### config.mk
export PLATFORM = sky130hd
export DESIGN_NAME = nrd_array_divider
export DESIGN_NICKNAME = d
export VERILOG_FILES = /design/src/rtl/ndiv_pkg.sv /design/src/rtl/nrd_cas_cell.sv /design/src/rtl/nrd_row.sv /design/src/rtl/nrd_ctrl.sv /design/src/rtl/nrd_array.sv /design/src/rtl/nrd_array_divider.sv
export SDC_FILE = /design/constraint.sdc
export NUM_CORES = 1
export LEC_CHECK = 0
export CAP_MARGIN = 20
export CELL_PAD_IN_SITES_DETAIL_PLACEMENT = 1
export CELL_PAD_IN_SITES_GLOBAL_PLACEMENT = 2
export CORE_ASPECT_RATIO = 2
export CORE_UTILIZATION = 39
export DETAILED_ROUTE_END_ITERATION = 10
export PLACE_DENSITY_LB_ADDON = 0.08
export SETUP_SLACK_MARGIN = 0.4
export SYNTH_ARGS = -nofsm -noshare
export SYNTH_HDL_FRONTEND = slang
export SYNTH_SLANG_ARGS = --single-unit
### constraint.sdc
create_clock -name vclk -period 73.9
set_clock_uncertainty 0.1 [all_clocks]
set_input_delay 14.78 -clock vclk [all_inputs]
set_output_delay 14.78 -clock vclk [all_outputs]
set_load 0.03 [all_outputs]
### src/rtl/ndiv_pkg.sv
package ndiv_pkg;

  // Strobes from the control to the datapath
  typedef struct packed {
    logic addBack;   // add the divisor to the final partial remainder
  } ctrlStrobesT;

endpackage

### src/rtl/nrd_cas_cell.sv
// One controlled add/subtract cell: a + d when sub = 0, a - d (with the row's
// carry-in supplying the +1) when sub = 1.
module nrd_cas_cell (
  input  logic a,
  input  logic d,
  input  logic sub,
  input  logic cin,
  output logic s,
  output logic cout
);

  logic dEff;

  always_comb begin
    dEff = d ^ sub;
    s    = a ^ dEff ^ cin;
    cout = ((a | cin) & dEff) | (a & cin);
  end

endmodule

### src/rtl/nrd_row.sv
// A row of W cells with a ripple carry that enters at the LSB as the sub flag.
module nrd_row #(
  parameter int W = 5
) (
  input  logic [W-1:0] aIn,
  input  logic [W-1:0] dIn,
  input  logic         sub,
  output logic [W-1:0] sum,
  output logic         cout
);

  logic [W:0] carry;

  assign carry[0] = sub;

  for (genvar b = 0; b < W; b++) begin : g_cell
    nrd_cas_cell cellU (
      .a   (aIn[b]),
      .d   (dIn[b]),
      .sub (sub),
      .cin (carry[b]),
      .s   (sum[b]),
      .cout(carry[b+1])
    );
  end

  assign cout = carry[W];

endmodule

### src/rtl/nrd_ctrl.sv
// Control: picks each row's add/subtract mode and the correction strobe.
module nrd_ctrl
  import ndiv_pkg::*;
#(
  parameter int N       = 8,
  parameter bit FIX_REM = 1'b1
) (
  input  logic [N-1:0] prevQ,     // quotient bits of rows 0..N-1
  input  logic         rawSign,   // sign of last partial remainder
  output logic [N:0]   rowSub,    // 1 = subtract, per row
  output ctrlStrobesT  strobes
);

  localparam bit FixOn = FIX_REM;

  // Row 0 always subtracts; row k follows the quotient bit of row k-1
  assign rowSub = {prevQ, 1'b1};

  always_comb begin
    strobes.addBack = rawSign & FixOn;
  end

endmodule

### src/rtl/nrd_array.sv
// Datapath: N+1 rows of N+1 cells plus the correction row.
module nrd_array
  import ndiv_pkg::*;
#(
  parameter int N = 8
) (
  input  logic [N-1:0] dividend,
  input  logic [N-1:0] divisor,
  input  logic [N:0]   rowSub,
  input  ctrlStrobesT  strobes,
  output logic [N:0]   qBits,     // qBits[k] from row k
  output logic [N:0]   rawRem,
  output logic [N:0]   fixedRem
);

  localparam int W    = N + 1;
  localparam int ROWS = N + 1;

  logic [W-1:0] dExt;
  logic [W-1:0] fixAddend;
  logic [W-1:0] rowIn  [ROWS];
  logic [W-1:0] rowOut [ROWS];
  logic         fixCarry;

  assign dExt = {1'b0, divisor};

  for (genvar k = 0; k < ROWS; k++) begin : g_row
    if (k == 0) begin : g_top
      // row 0 sees only the dividend's sign bit (zero) and zero padding
      assign rowIn[k] = '0;
    end else begin : g_rest
      // previous remainder moves one place left, next dividend bit enters
      assign rowIn[k] = {rowOut[k-1][N-1:0], dividend[N-k]};
    end

    nrd_row #(.W(W)) rowU (
      .aIn (rowIn[k]),
      .dIn (dExt),
      .sub (rowSub[k]),
      .sum (rowOut[k]),
      .cout(qBits[k])
    );

    // a row's leftmost carry marks a non-negative row result
    always_comb begin
      if (divisor != '0) begin
        quot_sign_chk: assert (qBits[k] == ~rowOut[k][N])
          else $error("row %0d carry disagrees with sum sign", k);
      end
    end
  end

  assign rawRem    = rowOut[ROWS-1];
  assign fixAddend = strobes.addBack ? dExt : '0;

  nrd_row #(.W(W)) fixU (
    .aIn (rawRem),
    .dIn (fixAddend),
    .sub (1'b0),
    .sum (fixedRem),
    .cout(fixCarry)
  );

  // the top row's subtraction of a nonzero divisor from zero is negative
  always_comb begin
    if (divisor != '0) begin
      top_row_chk: assert (qBits[0] == 1'b0)
        else $error("row 0 produced a quotient bit of 1");
    end
  end

  // adding back the divisor to a negative remainder must wrap to non-negative
  always_comb begin
    if (divisor != '0 && strobes.addBack) begin
      fix_carry_chk: assert (fixCarry == 1'b1 && fixedRem[N] == 1'b0)
        else $error("correction did not restore a non-negative remainder");
    end
  end

endmodule

### src/rtl/nrd_array_divider.sv
// Top: wires the control and the cell array together.
module nrd_array_divider
  import ndiv_pkg::*;
#(
  parameter int N       = 8,
  parameter bit FIX_REM = 1'b1
) (
  input  logic [N-1:0] dividend,
  input  logic [N-1:0] divisor,
  output logic [N-1:0] quotient,
  output logic [N:0]   remainder
);

  localparam int PW = 2 * N;

  logic [N:0]   qBits;
  logic [N:0]   rowSub;
  logic [N:0]   rawRem;
  logic [N:0]   fixedRem;
  ctrlStrobesT  strobes;

  nrd_ctrl #(.N(N), .FIX_REM(FIX_REM)) ctrlU (
    .prevQ  (qBits[N-1:0]),
    .rawSign(rawRem[N]),
    .rowSub (rowSub),
    .strobes(strobes)
  );

  nrd_array #(.N(N)) dpU (
    .dividend(dividend),
    .divisor (divisor),
    .rowSub  (rowSub),
    .strobes (strobes),
    .qBits   (qBits),
    .rawRem  (rawRem),
    .fixedRem(fixedRem)
  );

  // Row 1 gives the quotient MSB, row N the LSB
  for (genvar k = 1; k <= N; k++) begin : g_q
    assign quotient[N-k] = qBits[k];
  end

  assign remainder = fixedRem;

  logic [PW-1:0] recon;
  assign recon = PW'(quotient) * PW'(divisor) + PW'(remainder[N-1:0]);

  if (FIX_REM) begin : g_fix_chk
    always_comb begin
      if (divisor != '0) begin

        rem_sign_chk: assert (remainder[N] == 1'b0)
          else $error("corrected remainder is negative");

        rem_range_chk: assert (remainder[N-1:0] < divisor)
          else $error("remainder not below divisor");

        recon_chk: assert (recon == PW'(dividend))
          else $error("quotient*divisor+remainder differs from dividend");
      end
    end
  end

endmodule

# ---- Word level (Yosys, flattened, before mapping)
# Cells that the tools add are included.
dict set report totals {
  ff_bits 0
  elab_cells 551
}
dict set report op_classes {
  mux 1
  bitwise_logic 550
}
# cell n
set ops {}
lappend ops {{1-bit bitwise XOR} 217}
lappend ops {{1-bit AND} 166}
lappend ops {{1-bit OR} 158}
lappend ops {{8-bit 2-to-1 mux} 1}
lappend ops {{1-bit NOT} 8}
lappend ops {{1-bit bitwise XOR (second input constant)} 1}

# ---- Logic depth before layout (Yosys ltp)
dict set report logic_depth {
  word_depth 246
  depth_mapped 120
  ltp_nobuf 116
}

# ---- Cells and area by module
# Synthesis repeated with hierarchy kept, for this count alone.
dict set report hier_totals {
  hier_cells 200
  area_unflattened_um2 2722.6
}
# mod n_inst cells_per_inst area_each_um2 seq_area_each_um2
set modules_own_cells {}
lappend modules_own_cells {nrd_cas_cell 90 2 28.8 0.0}
lappend modules_own_cells {nrd_ctrl 1 11 78.8 0.0}
lappend modules_own_cells {nrd_array 1 9 53.8 0.0}

# ---- Worst setup path before layout
# OpenSTA, ideal clock, no wires.
dict set report synth_path {
  path_kind {input port to output port}
  startpoint {input port divisor[1]}
  endpoint {output port remainder[8]}
  arrival_ps 46582
  setup_slack_ps 12438
  stages 119
  path_buffers 4
  path_cell_list {clkbuf_1 clkinv_1 ha_1 ha_1 ha_1 ha_1 ha_1 ha_1 ha_1 buf_6 o31ai_1 fa_1 inv_1 fa_1 fa_1 fa_1 fa_1 fa_1 [... 83 more ...] fa_1 fa_1 inv_1 fa_1 fa_1 clkbuf_1 and2_1 ha_1 fa_1 inv_1 fa_1 fa_1 fa_1 fa_1 fa_1 fa_1 xnor2_1 buf_4}
}
dict set report synth_via {
  elab_chain_cells 246
}
# element line
set synth_rtl {}
lappend synth_rtl {{from (decl)} nrd_array_divider.sv:9} ;# input logic [N-1:0] divisor,
lappend synth_rtl {{1-bit NOT (no source line)} -}
lappend synth_rtl {{1-bit AND (7 in series)} nrd_cas_cell.sv:17} ;# cout = ((a | cin) & dEff) | (a & cin);
lappend synth_rtl {{1-bit OR / 1-bit bitwise XOR (equally long branches)} {nrd_cas_cell.sv:17, nrd_cas_cell.sv:15}}
lappend synth_rtl {{1-bit AND} nrd_cas_cell.sv:17}
lappend synth_rtl {{1-bit OR (2 in series)} nrd_cas_cell.sv:17}
lappend synth_rtl {{1-bit AND} nrd_cas_cell.sv:17}
lappend synth_rtl {{1-bit OR (2 in series)} nrd_cas_cell.sv:17}
lappend synth_rtl {{1-bit AND} nrd_cas_cell.sv:17}
lappend synth_rtl {{[... 19 more ...]} -}
lappend synth_rtl {{via dpU.g_row[1].rowU.cout} nrd_row.sv:9} ;# output logic cout
lappend synth_rtl {{[... 27 more ...]} -}
lappend synth_rtl {{via dpU.g_row[2].rowU.cout} nrd_row.sv:9}
lappend synth_rtl {{[... 27 more ...]} -}
lappend synth_rtl {{via dpU.g_row[3].rowU.cout} nrd_row.sv:9}
lappend synth_rtl {{[... 27 more ...]} -}
lappend synth_rtl {{via dpU.g_row[4].rowU.cout} nrd_row.sv:9}
lappend synth_rtl {{[... 27 more ...]} -}
lappend synth_rtl {{via dpU.g_row[5].rowU.cout} nrd_row.sv:9}
lappend synth_rtl {{[... 27 more ...]} -}
lappend synth_rtl {{via dpU.g_row[6].rowU.cout} nrd_row.sv:9}
lappend synth_rtl {{[... 27 more ...]} -}
lappend synth_rtl {{via dpU.g_row[7].rowU.cout} nrd_row.sv:9}
lappend synth_rtl {{[... 38 more ...]} -}
lappend synth_rtl {{1-bit OR (2 in series)} nrd_cas_cell.sv:17}
lappend synth_rtl {{1-bit AND} nrd_cas_cell.sv:17}
lappend synth_rtl {{1-bit OR (2 in series)} nrd_cas_cell.sv:17}
lappend synth_rtl {{1-bit AND} nrd_cas_cell.sv:17}
lappend synth_rtl {{1-bit OR (2 in series)} nrd_cas_cell.sv:17}
lappend synth_rtl {{1-bit AND} nrd_cas_cell.sv:17}
lappend synth_rtl {{1-bit OR} nrd_cas_cell.sv:17}
lappend synth_rtl {{1-bit bitwise XOR *} nrd_cas_cell.sv:16} ;# s = a ^ dEff ^ cin;
lappend synth_rtl {{to (decl)} nrd_array_divider.sv:11} ;# output logic [N:0] remainder
# The timed path passes the listed nets; every way through them passes the cells marked *.

# ---- Final worst setup path
dict set report layout_path {
  startpoint {input port divisor[0]}
  endpoint {output port remainder[8]}
}
dict set report layout_via {
  elab_chain_cells 246
}
# element line
set layout_rtl {}
lappend layout_rtl {{1-bit NOT (no source line)} -}
lappend layout_rtl {{1-bit AND (7 in series)} nrd_cas_cell.sv:17}
lappend layout_rtl {{1-bit OR / 1-bit bitwise XOR (equally long branches)} {nrd_cas_cell.sv:17, nrd_cas_cell.sv:15}}
lappend layout_rtl {{1-bit AND} nrd_cas_cell.sv:17}
lappend layout_rtl {{1-bit OR (2 in series)} nrd_cas_cell.sv:17}
lappend layout_rtl {{1-bit AND} nrd_cas_cell.sv:17}
lappend layout_rtl {{1-bit OR (2 in series)} nrd_cas_cell.sv:17}
lappend layout_rtl {{1-bit AND} nrd_cas_cell.sv:17}
lappend layout_rtl {{[... 219 more ...]} -}
lappend layout_rtl {{1-bit OR (2 in series)} nrd_cas_cell.sv:17}
lappend layout_rtl {{1-bit AND} nrd_cas_cell.sv:17}
lappend layout_rtl {{1-bit OR (2 in series)} nrd_cas_cell.sv:17}
lappend layout_rtl {{1-bit AND} nrd_cas_cell.sv:17}
lappend layout_rtl {{1-bit OR (2 in series)} nrd_cas_cell.sv:17}
lappend layout_rtl {{1-bit AND} nrd_cas_cell.sv:17}
lappend layout_rtl {{1-bit OR} nrd_cas_cell.sv:17}
lappend layout_rtl {{1-bit bitwise XOR *} nrd_cas_cell.sv:16}
# Mark *: on every way between the ends. The rest lies on a longest branch, timed or not.

==> metrics.md <==
| Metric | Value |
|---|---|
| Status | completed |
| Worst Hold Depth | 4 |
| Slew margin rel. | 0.586 |
| # DRC | 0 |
| Fin crit share | 0.876 |
| FILL cells | 766 |
| Synth cell types | 35 |
| Hold Startpoint | dividend[0] |
| Worst path arrival time | 49.86 ns |
| Commonest cells after routing, fill and taps aside | 63 x fa_1, 61 x xnor2_1, 35 x inv_1, 33 x clkdlybuf4s50_1, 11 x nand2_1 |
| CP Launch Type | input port |
| Hold WS | 30.87 ns |
| Die area | 0.00717 sq mm |
| # setup viols final | 0 |
| Mapped Nets | 346 |
| DP HPWL | 5.57 mm |
| Max incr delay on CP | 0.85 ns |
| Final period demand of the worst path | 64.74 ns |
| Core ar. | 0.00662 sq mm |
| Syn avg cell area | 10.3 sq um |
| Count of final hold-check violations | 0 |
| Global Route Usage Sum | 0.189 |
| Fin nets | 355 |
| Initial antenna violation count | 0 |
| Worst Hold Class | input port to primary output |
| Vias in the first global route | 1985 |
| Area Overhead vs Synth | 10.2% |
| Final WL | 6.02 mm |
| 1st-pass router iterations | 3 |
| Slew Viols, Final | 0 |
| DR WL/cell | 17.1 microns |
| Die Width | 60.4 microns |
| Mapped cell area | 0.00266 sq mm |
| Register area | 0 sq um |
| Pin count of the biggest net entering global routing | 14 |
| Hold Buf Count CTS | 0 |
| Crit path top cell by count | fa_1 |
| Synth warnings | 0 |
| Worst-Margin Slew | 0.621 ns |
| Post-synthesis sequential area ratio | 0 |
| # Post-CTS Setup Buffers | 0 |
| Worst setup EP type | primary output |
| PostCTS Resize Cnt | 0 |
| Cell Rows | 42 |
| First-pass GRT wire length | 9.86 mm |
| Vias after detailed routing | 1662 |
| F_max | 15.4 MHz |
| Initial Util | 0.401 |
| Most common cell after layout, fill and taps aside | fa_1 |
| Antenna Cells | 0 |
| I/O pins | 33 |
| Die H | 119 microns |
| Syn Inst Count | 257 |
| Num sequential | 0 |
| Initial DRC Count | 20 |
| # Max-Cap Violations | 0 |
| Via density per instance | 4.72 |
| Critical Path RT | 59.02 ns |
| Sum Neg Setup Slack | 0 ns |
| Worst Hold End | remainder[0] |
| Remaining antenna violation count | 0 |
| Overflow after GRT | 0 |
| Max FO, Critical Path | 13 |
| Port bufs | 33 |
| Global placement routability congestion | 0.776 |
| Share of layout cells above drive strength 1 | 0.0606 |
| RSZ-0062 raised after global routing | false |
| CLK BUF | 0 |
| Critical path class | input port to primary output |
| Slowest CP cell | clkdlybuf4s50_1 |
## cell families (layout without fill, tap and decap cells)
kind of cell,after synthesis,count (layout),synth area share
adder cells (fa/ha/maj),74,74,0.525
buffers and inverters,70,77,0.128
XOR/XNOR,64,64,0.211
AND/OR/NAND/NOR,28,28,0.0513
AO/OA/AOI/OAI,16,16,0.0659
multiplexers,5,5,0.0188
## Yosys cell counts (all sizes together)
| master | count | area share |
|---|---|---|
| inv | 41 | 0.060 |
| a221oi | 1 | 0.0099 |
| nor2b | 1 | 0.0024 |
| or3 | 1 | 0.0042 |
| o211ai | 1 | 0.0028 |
| o21a | 1 | 0.0028 |
| maj3 | 1 | 0.0038 |
| xor2 | 3 | 0.0099 |
| a22oi | 1 | 0.0028 |
| ha | 10 | 0.047 |
| mux2i | 5 | 0.019 |
| a21oi | 6 | 0.021 |
| and2 | 3 | 0.0071 |
| buf | 19 | 0.054 |
| and2b | 1 | 0.0028 |
| o221ai | 1 | 0.0033 |
| clkbuf | 7 | 0.0099 |
| xnor2 | 61 | 0.20 |
| nand2b | 2 | 0.0047 |
| nor2 | 8 | 0.012 |
| nand2 | 11 | 0.016 |
| clkinv | 3 | 0.0042 |
| o31ai | 3 | 0.014 |
| fa | 63 | 0.47 |
| o21ai | 2 | 0.0094 |
| or2 | 1 | 0.0024 |
## cell type report
class / count / area, sq um / share of cell area
Multi-Input combinational cell: 187 / 2320 / 0.792
Timing Repair Buffer: 33 / 330 / 0.113
Inverter: 44 / 170 / 0.0581
Tap cell: 88 / 110 / 0.0376
## critical path: cells and delay by family
family,cells,cell delay [ns]
fa+ha+maj,72,26.81
buf+inv,20,3.13
compound gates,9,2.49
simple gates,8,1.50
mux,5,0.72
xor+xnor,3,0.40
## worst max path at each step
stage                     from           end  slack (ns)  cells after the start
floorplan           divisor[1]  remainder[8]       12.44                    119
CTS                 divisor[0]  remainder[8]        8.67                    117
finish              divisor[0]  remainder[8]        9.16                    117
detailed placement  divisor[0]  remainder[8]        8.67                    117
global route        divisor[0]  remainder[8]        7.34                    117
global placement    divisor[0]  remainder[8]        9.04                    117
## routing by layer
| metal | routed length, microns | track usage | vias up |
|---|---|---|---|
| met5 | 0 | 0 | - |
| met4 | 93 | 0.0203 | 0 |
| met3 | 28 | 0.00109 | 4 |
| met2 | 4160 | 0.418 | 16 |
| met1 | 1730 | 0.174 | 877 |
| li1 | - | - | 765 |
## stage by stage
stage / instances / utilization / area [sq um] / setup WS [ns]
floorplan: 257 / - / 2660 / 12.44
global placement: 352 / 0.442 / 2930 / 9.04
detailed placement: 352 / 0.442 / 2930 / 8.67
CTS: 352 / 0.442 / 2930 / 8.67
global route: 352 / 0.442 / 2930 / 7.34
finish: 352 / 0.442 / 2930 / 9.16
Power is not shown: default switching activity piles up to over one toggle a cycle in this logic, so the estimate is an artifact.
